`config.mk`:
```
export PLATFORM = sky130hd
export DESIGN_NAME = cfg_lock_reg
export DESIGN_NICKNAME = d
export VERILOG_FILES = /design/src/rtl/cfg_lock_pkg.sv /design/src/rtl/cfg_rst_sync.sv /design/src/rtl/cfg_preload_gate.sv /design/src/rtl/cfg_write_mask.sv /design/src/rtl/cfg_out_decode.sv /design/src/rtl/cfg_lock_reg.sv
export SDC_FILE = /design/constraint.sdc
export NUM_CORES = 1
export LEC_CHECK = 0
export BUFFER_PORTS_ARGS = -buffer_cell sky130_fd_sc_hd__buf_4
export CAP_MARGIN = 20
export CELL_PAD_IN_SITES_DETAIL_PLACEMENT = 0
export CELL_PAD_IN_SITES_GLOBAL_PLACEMENT = 1
export CORE_AREA = 4 4 96 98
export DETAILED_ROUTE_END_ITERATION = 8
export DIE_AREA = 0 0 100 102
export HOLD_SLACK_MARGIN = 0.08
export PLACE_DENSITY_LB_ADDON = 0.1
export SYNTH_ARGS = -nofsm -noshare
export SYNTH_HDL_FRONTEND = slang
export SYNTH_HIERARCHICAL = 1
export SYNTH_SLANG_ARGS = --single-unit
```
`constraint.sdc`:
```
create_clock -name clk -period 1.6 [get_ports clk]
set_input_delay 0.32 -clock clk [delete_from_list [all_inputs] [get_ports clk]]
set_output_delay 0.32 -clock clk [all_outputs]
set_load 0.01 [all_outputs]
```
`src/rtl/cfg_lock_pkg.sv`:
```
package cfg_lock_pkg;

  localparam int unsigned WORD_W = 32;

  localparam logic [WORD_W-1:0] RESET_VAL = 32'h7100_000B;
  // Fields written directly by the bus while open: bits 29:16 and 9:0
  localparam logic [WORD_W-1:0] GEN_MASK  = 32'h3FFF_03FF;
  // Fields taken from flash: all but 31, 15:10 and 3
  localparam logic [WORD_W-1:0] LOAD_MASK = 32'h7FFF_03F7;

  localparam int unsigned LOCK_LSB   = 14;
  localparam int unsigned STICKY_LSB = 10;
  localparam int unsigned STICKY_N   = 4;
  localparam int unsigned RAMECC_BIT = 30;
  localparam int unsigned RSVD_BIT   = 31;
  localparam int unsigned FECC_LSB   = 28;
  localparam int unsigned DBG_BIT    = 3;
  localparam int unsigned TRACE_BIT  = 2;

  typedef enum logic [1:0] {
    LK_OPEN = 2'b00,
    LK_RSVD = 2'b01,
    LK_SOFT = 2'b10,
    LK_HARD = 2'b11
  } lock_e;

endpackage

```
`src/rtl/cfg_rst_sync.sv`:
```
module cfg_rst_sync #(
  parameter int unsigned STAGES = 2
) (
  input  logic clk,
  input  logic rst_n,
  output logic rst_sync_n
);

  logic [STAGES-1:0] sync_q;
  logic [STAGES-1:0] sync_d;

  always_comb begin
    sync_d = {sync_q[STAGES-2:0], 1'b1};
  end

  always_ff @(posedge clk or negedge rst_n) begin
    if (!rst_n) sync_q <= '0;
    else        sync_q <= sync_d;
  end

  assign rst_sync_n = sync_q[STAGES-1];

endmodule

```
`src/rtl/cfg_preload_gate.sv`:
```
module cfg_preload_gate (
  input  logic clk,
  input  logic rst_n,
  input  logic boot_strobe,
  input  logic boot_fail,
  input  logic boot_blank,
  output logic load_now
);

  logic done_q;
  logic done_d;
  logic done_en;

  always_comb begin
    done_en  = boot_strobe & ~done_q;
    done_d   = 1'b1;
    load_now = boot_strobe & ~done_q & ~boot_fail & ~boot_blank;
  end

  always_ff @(posedge clk or negedge rst_n) begin
    if (!rst_n)       done_q <= 1'b0;
    else if (done_en) done_q <= done_d;
  end

  // once a strobe has been seen, no later load
  p_single_load_r9: assert property (@(posedge clk) disable iff (!rst_n)
    done_q |-> !load_now);

  p_done_holds_r9: assert property (@(posedge clk) disable iff (!rst_n)
    done_q |=> done_q);

endmodule

```
`src/rtl/cfg_write_mask.sv`:
```
module cfg_write_mask
  import cfg_lock_pkg::*;
(
  input  logic [WORD_W-1:0] cur,
  input  logic [WORD_W-1:0] wdata,
  output logic [WORD_W-1:0] nxt
);

  logic [1:0]          cur_lock;
  logic [1:0]          req_lock;
  logic                gen_ok;
  logic                lock_ok;
  logic [WORD_W-1:0]   gen_val;
  logic [STICKY_N-1:0] sticky_nxt;

  always_comb begin
    cur_lock = cur[LOCK_LSB +: 2];
    req_lock = wdata[LOCK_LSB +: 2];
    gen_ok   = (cur_lock == LK_OPEN);
    lock_ok  = ((cur_lock == LK_OPEN) || (cur_lock == LK_SOFT)) &&
               (req_lock != LK_RSVD);
    gen_val  = gen_ok ? ((cur & ~GEN_MASK) | (wdata & GEN_MASK)) : cur;
  end

  for (genvar i = 0; i < STICKY_N; i++) begin : g_sticky
    always_comb begin
      sticky_nxt[i] = cur[STICKY_LSB+i] | (gen_ok & wdata[STICKY_LSB+i]);
    end
  end

  always_comb begin
    nxt = gen_val;
    nxt[STICKY_LSB +: STICKY_N] = sticky_nxt;
    nxt[LOCK_LSB +: 2] = lock_ok ? req_lock : cur_lock;
  end

endmodule

```
`src/rtl/cfg_out_decode.sv`:
```
module cfg_out_decode
  import cfg_lock_pkg::*;
(
  input  logic              clk,
  input  logic              rst_n,
  input  logic [WORD_W-1:0] state,
  input  logic              trace_allow,
  output logic [1:0]        lock_state,
  output logic [STICKY_N-1:0] inhibit,
  output logic              ram_ecc_off,
  output logic              flash_ecc_off,
  output logic              flash_ecc_dyn,
  output logic              dbg_port_en,
  output logic              trace_out_en
);

  logic [1:0] fecc;

  always_comb begin
    fecc          = state[FECC_LSB +: 2];
    lock_state    = state[LOCK_LSB +: 2];
    inhibit       = state[STICKY_LSB +: STICKY_N];
    ram_ecc_off   = state[RAMECC_BIT];
    flash_ecc_off = fecc[1];
    flash_ecc_dyn = (fecc == 2'b01);
    dbg_port_en   = state[DBG_BIT];
    trace_out_en  = state[TRACE_BIT] & trace_allow;
  end

  // trace output is held off when the external enable is low
  p_trace_gate_r12: assert property (@(posedge clk) disable iff (!rst_n)
    !trace_allow |-> !trace_out_en);

  // the two ECC indications are exclusive
  p_ecc_exclusive_r13: assert property (@(posedge clk) disable iff (!rst_n)
    !(flash_ecc_off && flash_ecc_dyn));

endmodule

```
`src/rtl/cfg_lock_reg.sv`:
```
module cfg_lock_reg
  import cfg_lock_pkg::*;
#(
  parameter int unsigned ADDR_W      = 8,
  parameter int unsigned REG_OFFSET  = 0,
  parameter int unsigned SYNC_STAGES = 2
) (
  input  logic              clk,
  input  logic              rst_n,
  input  logic [ADDR_W-1:0] bus_addr,
  input  logic              bus_wr_en,
  input  logic [31:0]       bus_wdata,
  output logic [31:0]       bus_rdata,
  input  logic              boot_strobe,
  input  logic [31:0]       boot_word,
  input  logic              boot_fail,
  input  logic              boot_blank,
  input  logic              trace_allow,
  output logic [31:0]       cfg_word,
  output logic [1:0]        lock_state,
  output logic              io_lock,
  output logic              pmd_lock,
  output logic              grp_lock,
  output logic              pmu_lock,
  output logic              ram_ecc_off,
  output logic              flash_ecc_off,
  output logic              flash_ecc_dyn,
  output logic              dbg_port_en,
  output logic              trace_out_en
);

  localparam logic [ADDR_W-1:0] OFFS = ADDR_W'(REG_OFFSET);

  logic                rst_s_n;
  logic                load_now;
  logic                addr_hit;
  logic                wr_hit;
  logic                state_en;
  logic [WORD_W-1:0]   state_q;
  logic [WORD_W-1:0]   state_d;
  logic [WORD_W-1:0]   bus_next;
  logic [STICKY_N-1:0] inhibit;

  cfg_rst_sync #(.STAGES(SYNC_STAGES)) u_rst (
    .clk        (clk),
    .rst_n      (rst_n),
    .rst_sync_n (rst_s_n)
  );

  cfg_preload_gate u_pre (
    .clk         (clk),
    .rst_n       (rst_s_n),
    .boot_strobe (boot_strobe),
    .boot_fail   (boot_fail),
    .boot_blank  (boot_blank),
    .load_now    (load_now)
  );

  cfg_write_mask u_wm (
    .cur   (state_q),
    .wdata (bus_wdata),
    .nxt   (bus_next)
  );

  always_comb begin
    addr_hit = (bus_addr == OFFS);
    wr_hit   = bus_wr_en & addr_hit & ~boot_strobe;
    state_en = load_now | wr_hit;
    if (load_now) state_d = (boot_word & LOAD_MASK) | (state_q & ~LOAD_MASK);
    else          state_d = bus_next;
  end

  always_ff @(posedge clk or negedge rst_s_n) begin
    if (!rst_s_n)      state_q <= RESET_VAL;
    else if (state_en) state_q <= state_d;
  end

  assign bus_rdata = addr_hit ? state_q : '0;
  assign cfg_word  = state_q;

  cfg_out_decode u_dec (
    .clk           (clk),
    .rst_n         (rst_s_n),
    .state         (state_q),
    .trace_allow   (trace_allow),
    .lock_state    (lock_state),
    .inhibit       (inhibit),
    .ram_ecc_off   (ram_ecc_off),
    .flash_ecc_off (flash_ecc_off),
    .flash_ecc_dyn (flash_ecc_dyn),
    .dbg_port_en   (dbg_port_en),
    .trace_out_en  (trace_out_en)
  );

  assign pmu_lock = inhibit[0];
  assign grp_lock = inhibit[1];
  assign pmd_lock = inhibit[2];
  assign io_lock  = inhibit[3];

  // hard lock persists until reset
  p_hard_lock_holds_r4: assert property (@(posedge clk) disable iff (!rst_s_n)
    (state_q[LOCK_LSB +: 2] == LK_HARD) |=> (state_q[LOCK_LSB +: 2] == LK_HARD));

  // soft or hard lock freezes the general fields when no load strobe
  p_locked_stable_r3: assert property (@(posedge clk) disable iff (!rst_s_n)
    ((state_q[LOCK_LSB +: 2] != LK_OPEN) && !boot_strobe) |=>
      $stable(state_q & (GEN_MASK | 32'h0000_3C00)));

  // the reserved lock code never becomes the stored state
  p_no_rsvd_lock_r5: assert property (@(posedge clk) disable iff (!rst_s_n)
    state_q[LOCK_LSB +: 2] != LK_RSVD);

  // bit 30 moves only on a qualified preload
  p_ramecc_bus_r11: assert property (@(posedge clk) disable iff (!rst_s_n)
    !load_now |=> $stable(state_q[RAMECC_BIT]));

  // reserved top bit always zero
  p_rsvd_zero_r2: assert property (@(posedge clk) disable iff (!rst_s_n)
    !state_q[RSVD_BIT]);

  // write in a strobe cycle leaves the word as the preload path sets it
  p_strobe_blocks_wr_r10: assert property (@(posedge clk) disable iff (!rst_s_n)
    (boot_strobe && !load_now) |=> $stable(state_q));

  for (genvar i = 0; i < STICKY_N; i++) begin : g_sticky_chk
    // a set flag stays set
    p_sticky_hold_r6: assert property (@(posedge clk) disable iff (!rst_s_n)
      state_q[STICKY_LSB+i] |=> state_q[STICKY_LSB+i]);
  end

endmodule

```
* Word level (Yosys, flattened, before mapping) *
Cells that the tools add are included.
W data, S select, Z words.

storage, ports and cells
  register bits = 35
  output and inout port bits = 75

operators by class
  equality and inequality tests = 3
  mux-type cells = 4
  bitwise operators = 21
  reduce and logical (&&, ||, !) cells = 8

operators with widths
  operator              number
  $mux W32              3
  $or A31 B32 Y32       1
  $or A32 B30 Y32       1
  $and A1 B1 Y1         10
  $logic_not A8 Y1      1
  $or A1 B1 Y1          5
  $not A1 Y1            4
  $reduce_and A2 Y1     2
  $reduce_bool A2 Y1    2
  $eq A2 B1 Y1 const B  1
  $eq A2 B2 Y1 const B  1
  $logic_not A2 Y1      1
  $mux W2               1
  $ne A2 B1 Y1 const B  1
  $logic_and A1 B1 Y1   1
  $logic_or A1 B1 Y1    1

* Logic depth before layout (Yosys ltp) *
Gate-level depths: netlist (run 1).

  depth after elaboration = 6
  mapped depth = 5
  gate-level depth less buffers = 4

* Hierarchy *
Netlist (run 1), hierarchy kept.

by module, submodules not included
  module            times used  cells each  area an instance (um2)  seq. area each (um2)
  cfg_lock_reg      1           138         1,674.1                 809.5
  cfg_write_mask    1           37          449.2                   0.0
  cfg_out_decode    1           11          87.6                    0.0
  cfg_rst_sync      1           3           53.8                    50.0
  cfg_preload_gate  1           3           46.3                    25.0

* Worst setup path before layout (run 1) *
OpenSTA, ideal clock, no wires.

  path type = input port to flip-flop
  from = input bus_addr[7]
  to = register state_q[10] (netlist: cfg_word[10])
  setup time = 125 ps
  data arrival time = 1,953 ps
  path slack = -479 ps
  cell stages on the path = 5
  buffers on the path = 2
  cell sequence = or4_1 -> or4_1 -> buf_6 -> buf_12 -> mux2_4

between the ends
  word-level cells in the longest chain between the ends = 4

RTL lines
  what                         RTL line            source
  start, declared              cfg_lock_reg.sv:10  input logic [ADDR_W-1:0] bus_addr,
  $logic_not A8 Y1             cfg_lock_reg.sv:66  addr_hit = (bus_addr == OFFS);
  $and A1 B1 Y1 (2 in series)  cfg_lock_reg.sv:67  wr_hit = bus_wr_en & addr_hit & ~boot_strobe;
  $or A1 B1 Y1                 cfg_lock_reg.sv:68  state_en = load_now | wr_hit;
  end signal, assigned         cfg_lock_reg.sv:75  else if (state_en) state_q <= state_d;
  end, declared                cfg_lock_reg.sv:39  logic [WORD_W-1:0] state_q;

No other way between the ends.
A chain may end at the register's enable or synchronous reset.

* Final worst setup path (run 1) *
  from = input bus_addr[7]
  to = output bus_rdata[5]

between the ends
  word-level cells in the longest chain between the ends = 2

RTL lines
  what              RTL line            source
  $logic_not A8 Y1  cfg_lock_reg.sv:66
  $mux W32          cfg_lock_reg.sv:78  assign bus_rdata = addr_hit ? state_q : '0;
  end, declared     cfg_lock_reg.sv:13  output logic [31:0] bus_rdata,

No other way between the ends.

==> results of run 1 <==
==> per-layer routing <==
layer | global-route usage [%] | part of all wire (%)
met3 | 3.14 | 7.3
met1 | 18.3 | 40
met5 | 0 | 0
met2 | 25.0 | 52
met4 | 4.04 | 0.51
==> final cells by class <==
class | instances | area, um2
clock buffers | 7 | 76.3
clock inverters | 1 | 5.00
fillers | 771 | 4330
inverters | 2 | 7.51
multi-input cells | 131 | 1510
flip-flops and latches | 35 | 885
well taps | 108 | 135
repair buffers | 169 | 1520
==> cell usage in the layout (no fill, tap or decap), drive strengths merged <==
master,instances
nand2b,25
o221a,24
dlygate4sd3,1
or4,3
dfrtp,28
buf,166
nor2b,1
mux2,32
conb,1
dfstp,7
or2,1
clkbuf,9
o31ai,1
and2,33
o21ai,2
inv,2
a21o,5
clkinv,1
nor2,2
nor4b,1
==> logic make-up (layout without fill, tap and decap cells) <==
| group | Yosys count | in the layout | share of synthesized area [%] |
|---|---|---|---|
| compound gates | 32 | 32 | 14.3 |
| buf+inv | 26 | 179 | 9.20 |
| flops | 35 | 35 | 38.3 |
| mux | 32 | 32 | 19.2 |
| other cells | 1 | 1 | 0.162 |
| simple gates | 66 | 66 | 18.8 |
==> power by group <==
group / internal [mW] / leakage (nW) / total [mW] / switching [mW]
sequential: 0.963 / 0.437 / 1.05 / 0.0884
clock: 0.306 / 0.0422 / 0.623 / 0.317
combinational: 0.401 / 1.53 / 0.575 / 0.174
==> worst paths after layout <==
path / startpoint / endpoint / depth (start not counted) / slack (ps)
min in group asynchronous: u_rst/sync_q[1] / cfg_word[19] / 1 / 280
max: bus_addr[7] / bus_rdata[5] / 7 / -380
min reg2reg: u_rst/sync_q[1] / cfg_word[19] / 1 / 280
max reg2reg: u_pre/done_q / cfg_word[13] / 4 / -80
min: boot_strobe / u_pre/done_q / 2 / 250
max in group asynchronous: u_rst/sync_q[1] / cfg_word[0] / 1 / 980
==> state kept, by name (all words and copies together) (netlist names) <==
name,count
cfg_word,32
u_pre/done_q,1
u_rst/sync_q,2
==> stage by stage <==
stage / hold slack [ps] / power (mW) / util [%] / instances
4_1_cts: 236 / 2.28 / 47.4 / 450
3_3_place_gp: 105 / 1.59 / 42.5 / 434
6_report: 250 / 2.25 / 48.8 / 453
5_1_grt: 255 / 2.38 / 48.8 / 453
2_1_floorplan: 24.4 / 1.31 / - / 192
3_5_place_dp: 106 / 1.60 / 42.5 / 434
==> timing repair <==
item / 4_1_cts / 5_1_grt
pin swaps: 3 / 5
buffers inserted: 3 / 3
hold buffers: 1 / 0
cloned: 4 / 3
resized for setup: 42 / 29
endpoints found under the hold margin: 2 / 0
endpoints found under the setup margin: 64 / 64
==> impl_metrics.toml, run 1 <==
[run_status]
status = "finished with violations"
failed_checks = "setup timing"

[setup_path]
required_ps = 1280
arrival_ps = 1660
crit_family = "simple AND/OR/NAND/NOR gates"
cp-start-kind = "primary input"
timing.critical_path.mode_cell = "buf_6"
crit_path_top_delay_cell = "or4_4"
critPathMaxStageDelay_ps = 530
cp_max_fo = 8
crit_type = "primary input to primary output"
crit_path_cell_trace = "buf_6 > or4_4 > buf_6 > nor2_4 > buf_6 > and2_4 > buf_6"
worst-path-buf-inv = 4
crit_path_end_kind = "primary output"

[yosys]
yosysWarnings = 6
yosysSeqAreaShare_pct = 38.3
ys_types = 25
synth_enable_flop_cells = 0
mappedNetlistArea_um2 = 2310
synth.most_common_cell = "and2_1"
syn_area_per_cell_um2 = 12.0
netlist_instances = 192
ys_seq_elements = 35
async_flop_share_pct = 100
synth.top_cell.area_share_pct = 30.3
synth_top_flop_cell = "dfrtp_1"
synthTopCellsByCount = "33 x and2_1, 28 x dfrtp_1, 25 x nand2b_1"
synth_area_leaders = "dfrtp_1 30%, mux2_4 14%, o221a_2 12%"
synthesis.nets = 271
synth_top_cell_by_area = "dfrtp_1"

[sta]
setup_tns_ps = -18020
final-setup-viol-count = 64
timing.final.crit_share_pct = 124
rsz0062_at_grt = "yes"
final.setup_skew_ps = 1.83
min_period_ps = 1980
hold_viol = 0
slew_violations = 0
setup_slack_ps = -379
max_freq_mhz = 505

[routing]
routedWlPerCell_um = 17.2
vias = 2073
drc = 0
drt_wl_total_um = 7770
drt_iter0_markers = 56
ant_nets = 0
dr.pass1.iters = 4
viasPerCell = 4.58

[die]
start_util_pct = 27.3
io_pins = 154
core_area_um2 = 8470
die_area_um2 = 10200
die_y_um = 102
fp-row-count = 34
die_w_um = 100

[flow_run]
maxCapViolations = 0

[finish]
insertedDiodeCount = 0
finalNetCount = 423
fin_area_um2 = 4130
syn_to_final_growth_pct = 78.8
post_route_cells_drive_above_1_share_pct = 77.4

[grt]
overflow = 0
grt_pass1_wl_um = 11300
grt_pass1_vias = 2132
grt_max_degree = 34
track_usage_pct = 14.5
antenna_found_initial = 0

[placed_design]
dp_hpwl_um = 5110
pre_cts_slack_ps = -503
routabilityCongestion = 0.710
placed_area_um2 = 3600
io_buffers = 143

[clocking]
insertion_delay_ps = 280
htreeDepth = 2
cts_max_path_buffers = 2
cts_tree = "done"
cts_buffers = 5
clock_sinks = 35
cts_root_buf = "clkbuf_8"
clk_pin_slew_worst_paths_ps = 70

[power_and_ir_drop]
p_leak_nw = 2.01
vdd_drop_max_uv = 295
power.density_nw_per_um2 = 544

[worst_hold_path]
hold_path.class = "primary input to flip-flop"
Power figures use the tool's default switching activity.
==> inputs of run 2 (changes only) <==
Clock period 1.6 ns to 1.7 ns, I/O delays scaled along.
==> run 2 against run 1 <==
Effect of this change:
- the flow still finishes with violations (setup timing)
- worst hold slack lost 120 ps
- sequential power fell by 6%
- power is 6.3% lower
- die area is the same
- flip-flop and latch count unchanged
- global-route usage up 0.67 points
- via count rose by 0.92%
- critical endpoint is now bus_rdata[2]
==> impl_metrics.toml, run 2 (same netlist as run 1, synthesis figures left out) <==
[clocking]
cts_root_buf = "clkbuf_8"
cts_tree = "done"
cts_max_path_buffers = 2
clk_pin_slew_worst_paths_ps = 70
clock_sinks = 35
htreeDepth = 2
insertion_delay_ps = 280
cts_buffers = 5

[grt]
grt_pass1_wl_um = 12000
track_usage_pct = 15.1
overflow = 0
antenna_found_initial = 0
grt_max_degree = 29
grt_pass1_vias = 2199

[finish]
largest_reg_flops = 32
final_cell_mix = "117 x buf_4, 44 x buf_6, 32 x and2_4"
finalNetCount = 423
syn_to_final_growth_pct = 80.2
insertedDiodeCount = 0
stdcell_count = 453
final_common_cell = "buf_4"
post_route_cells_drive_above_1_share_pct = 81.7
fill_cells = 812

[worst_hold_path]
hold_path.class = "flip-flop to asynchronous set/reset pin"

[routing]
vias = 2092
routedWlPerCell_um = 17.2
dr.pass1.iters = 4
ant_nets = 0
drt_iter0_markers = 43
drc = 0
drt_wl_total_um = 7790
viasPerCell = 4.62

[die]
die_w_um = 100
die_y_um = 102
io_pins = 154
fp-row-count = 34
core_area_um2 = 8470
start_util_pct = 27.3
die_area_um2 = 10200

[sta]
slew_violations = 0
hold_viol = 0
final.setup_skew_ps = 4.43
rsz0062_at_grt = "yes"
timing.final.crit_share_pct = 124
final-setup-viol-count = 64
whs_ps = 127
max_freq_mhz = 476
min_period_ps = 2100
setup_slack_ps = -402

[placed_design]
routabilityCongestion = 0.672
pre_cts_slack_ps = -422
dp_hpwl_um = 5180
dp.cells = 435
io_buffers = 143

[power_and_ir_drop]
p_leak_nw = 2.03
vdd_drop_max_uv = 274
power_mw = 2.11
power.density_nw_per_um2 = 506

[setup_path]
crit_path_cell_trace = "buf_6 > or4_4 > buf_6 > nor2_4 > buf_6 > and2_4 > buf_6"
arrival_ps = 1760
crit_type = "primary input to primary output"
cp_max_fo = 8
timing.critical_path.mode_cell = "buf_6"
required_ps = 1360
crit_path_top_delay_cell = "or4_4"
critPathMaxStageDelay_ps = 530
cp-start-kind = "primary input"
crit_path_end_kind = "primary output"

[run_status]
failed_checks = "setup timing"
status = "finished with violations"

[flow_run]
maxCapViolations = 0
## run 2: cell count changes in the layout (fill, tap and decap cells not counted)
cell	previous run	this run
o221a_2	0	4
buf_16	0	3
and2_1	16	1
clkbuf_16	2	0
buf_4	130	117
buf_6	27	44
o221a_4	24	20
and2_4	17	32
buf_12	8	4
buf_8	1	0
## run 2: per-layer routing
layer / up-vias / global-route usage, % / share of wire, %
li1: 984 / - / -
met1: 1023 / 19.3 / 41
met2: 80 / 26.6 / 52
met3: 5 / 3.69 / 6.1
met4: 0 / 2.49 / 0.71
met5: - / 0 / 0
## run 2: area by class of cell
class | count | area [um2] | share of cell area, %
Clock buffer | 7 | 76.3 | 1.83
Clock inverter | 1 | 5.00 | 0.120
Inverter | 2 | 7.51 | 0.180
Multi-Input combinational cell | 131 | 1510 | 36.3
Sequential cell | 35 | 885 | 21.2
Tap cell | 108 | 135 | 3.24
Timing Repair Buffer | 169 | 1550 | 37.1
## run 2: path summary, 6_finish.rpt
kind	startpoint	to	slack (ps)	cells past startpoint
worst max-delay path	bus_addr[7]	bus_rdata[2]	-400	7
worst min-delay path	u_rst/sync_q[1]	cfg_word[26]	130	0
worst max register to register	u_pre/done_q	cfg_word[31]	-80	5
worst min register to register	u_rst/sync_q[1]	cfg_word[26]	130	0
max in group asynchronous	u_rst/sync_q[1]	cfg_word[0]	1040	1
min in group clk	boot_strobe	u_pre/done_q	270	2
## run 2: critical path: cells and delay by family
family	cells	cell delay [ps]
buffers and inverters	4	510
and+or+nand+nor	3	900
## run 2: power breakdown
part	switching, mW	internal, mW	total (mW)
Sequential	0.0856	0.906	0.992
Combinational	0.161	0.372	0.533
Clock	0.294	0.288	0.581
## run 2: what timing repair did
item,CTS,global route
pin swaps,11,4
setup endpoints to repair,64,64
hold endpoints to repair,2,0
resized for setup,89,4
buffers inserted,3,1
gates cloned,5,0
hold buffers,1,0
## run 2: through the flow
stage               TNS, ps  cell area (um2)  utilization, %
floorplan            -12520             2410               -
global placement     -24360             3590            42.4
detailed placement   -24630             3590            42.4
CTS                  -17350             4140            49.0
global route         -21990             4170            49.2
finish               -19920             4170            49.2
==> inputs of run 3 (changes only) <==
Settings changed: BUFFER_PORTS_ARGS -buffer_cell sky130_fd_sc_hd__buf_4 to not set, CORE_AREA 4 4 96 98 to 4 4 80 82, DIE_AREA 0 0 100 102 to 0 0 84 86, DONT_BUFFER_PORTS set to 1, SKIP_CTS_REPAIR_TIMING set to 1.
==> run 3 against run 2 <==
Effect of this change:
- the flow still finishes with violations (setup timing)
- clock-buffer cell count rose by 1
- routed wire length fell by 23%
- core utilization fell by 1.5 points
==> impl_metrics.toml, run 3 (same netlist as run 1, synthesis figures left out) <==
[placed_design]
pre_cts_slack_ps = -313
dp.cells = 260
io_buffers = 0
dp_hpwl_um = 4290
routabilityCongestion = 0.788
placed_area_um2 = 2480

[grt]
grt_pass1_wl_um = 8650
grt_max_degree = 23
grt_pass1_vias = 1686
overflow = 0
track_usage_pct = 15.1
antenna_found_initial = 0

[finish]
fill_cells = 524
final_cell_mix = "32 x and2_4, 28 x dfrtp_1, 25 x nand2b_1"
fin_area_um2 = 2740
stdcell_count = 271
finalNetCount = 274
largest_reg_flops = 32
final_common_cell = "and2_4"
syn_to_final_growth_pct = 18.7
ff_latch_area_um2 = 885
multi_input_area_um2 = 1420
insertedDiodeCount = 0
post_route_cells_drive_above_1_share_pct = 68.4

[sta]
rsz0062_at_grt = "yes"
timing.final.crit_share_pct = 114
final.setup_skew_ps = 4.30
whs_ps = 164
min_period_ps = 1930
final-setup-viol-count = 38
setup_slack_ps = -231
slew_violations = 0
hold_viol = 0
max_freq_mhz = 518

[run_status]
failed_checks = "setup timing"
status = "finished with violations"

[die]
die_area_um2 = 7220
core_area_um2 = 5750
die_w_um = 84
start_util_pct = 40.2
fp-row-count = 28
die_y_um = 86
io_pins = 154

[clocking]
htreeDepth = 2
insertion_delay_ps = 280
cts_tree = "done"
cts_buffers = 5
cts_max_path_buffers = 2
clk_pin_slew_worst_paths_ps = 70
clock_sinks = 35
cts_root_buf = "clkbuf_8"

[setup_path]
crit_path_end_kind = "primary output"
cp-start-kind = "primary input"
required_ps = 1360
crit_type = "primary input to primary output"
cp_max_fo = 8
arrival_ps = 1590

[flow_run]
maxCapViolations = 0

[routing]
drt_wl_total_um = 6020
routedWlPerCell_um = 22.2
viasPerCell = 5.71
drc = 0
vias = 1548
dr.pass1.iters = 4
drt_iter0_markers = 75
ant_nets = 0

[power_and_ir_drop]
power_mw = 1.94
p_leak_nw = 1.21
vdd_drop_max_uv = 321
power.density_nw_per_um2 = 709

[worst_hold_path]
hold_path.class = "primary input to flip-flop"
run 3: power breakdown:
part,internal (mW),switching [mW],total (mW)
Clock,0.370,0.303,0.674
Combinational,0.167,0.0799,0.247
Sequential,0.906,0.118,1.02
Total,1.44,0.501,1.94
run 3: cell type report:
class | instances | share of cell area [%]
tap | 75 | 3.42
sequential | 35 | 32.3
multi-input combinational | 131 | 51.9
inverter | 2 | 0.274
clock buffer | 8 | 3.65
timing repair buffer | 20 | 8.53
run 3: worst paths after layout:
path	cells past startpoint	slack [ps]	startpoint	end
min	1	160	boot_strobe	u_pre/done_q
max in group asynchronous	1	1200	u_rst/sync_q[1]	cfg_word[24]
max reg2reg	4	60	u_pre/done_q	cfg_word[13]
max	5	-230	bus_addr[3]	bus_rdata[20]
min in group asynchronous	1	220	u_rst/sync_q[1]	cfg_word[27]
min reg2reg	1	220	u_rst/sync_q[1]	cfg_word[27]
run 3: metal layers:
metal  part of all wire (%)  GRT usage [%]  up-vias
li1                       -              -      679
met1                     41           17.9      783
met2                     52           26.0       82
met3                    6.9           5.09        4
met4                   0.73           4.82        0
met5                      0              0        -
run 3: worst max-delay path: stages:
cell,delay [ps]
or4_4,530
buf_6,140
nor2_4,220
buf_6,190
and2_4,170
run 3: per-stage QoR:
step,utilization (%),TNS (ps)
2_1_floorplan,-,-12520
3_3_place_gp,43.2,-15560
3_5_place_dp,43.2,-16810
4_1_cts,45.0,-7950
5_1_grt,47.7,-8440
6_report,47.7,-7130
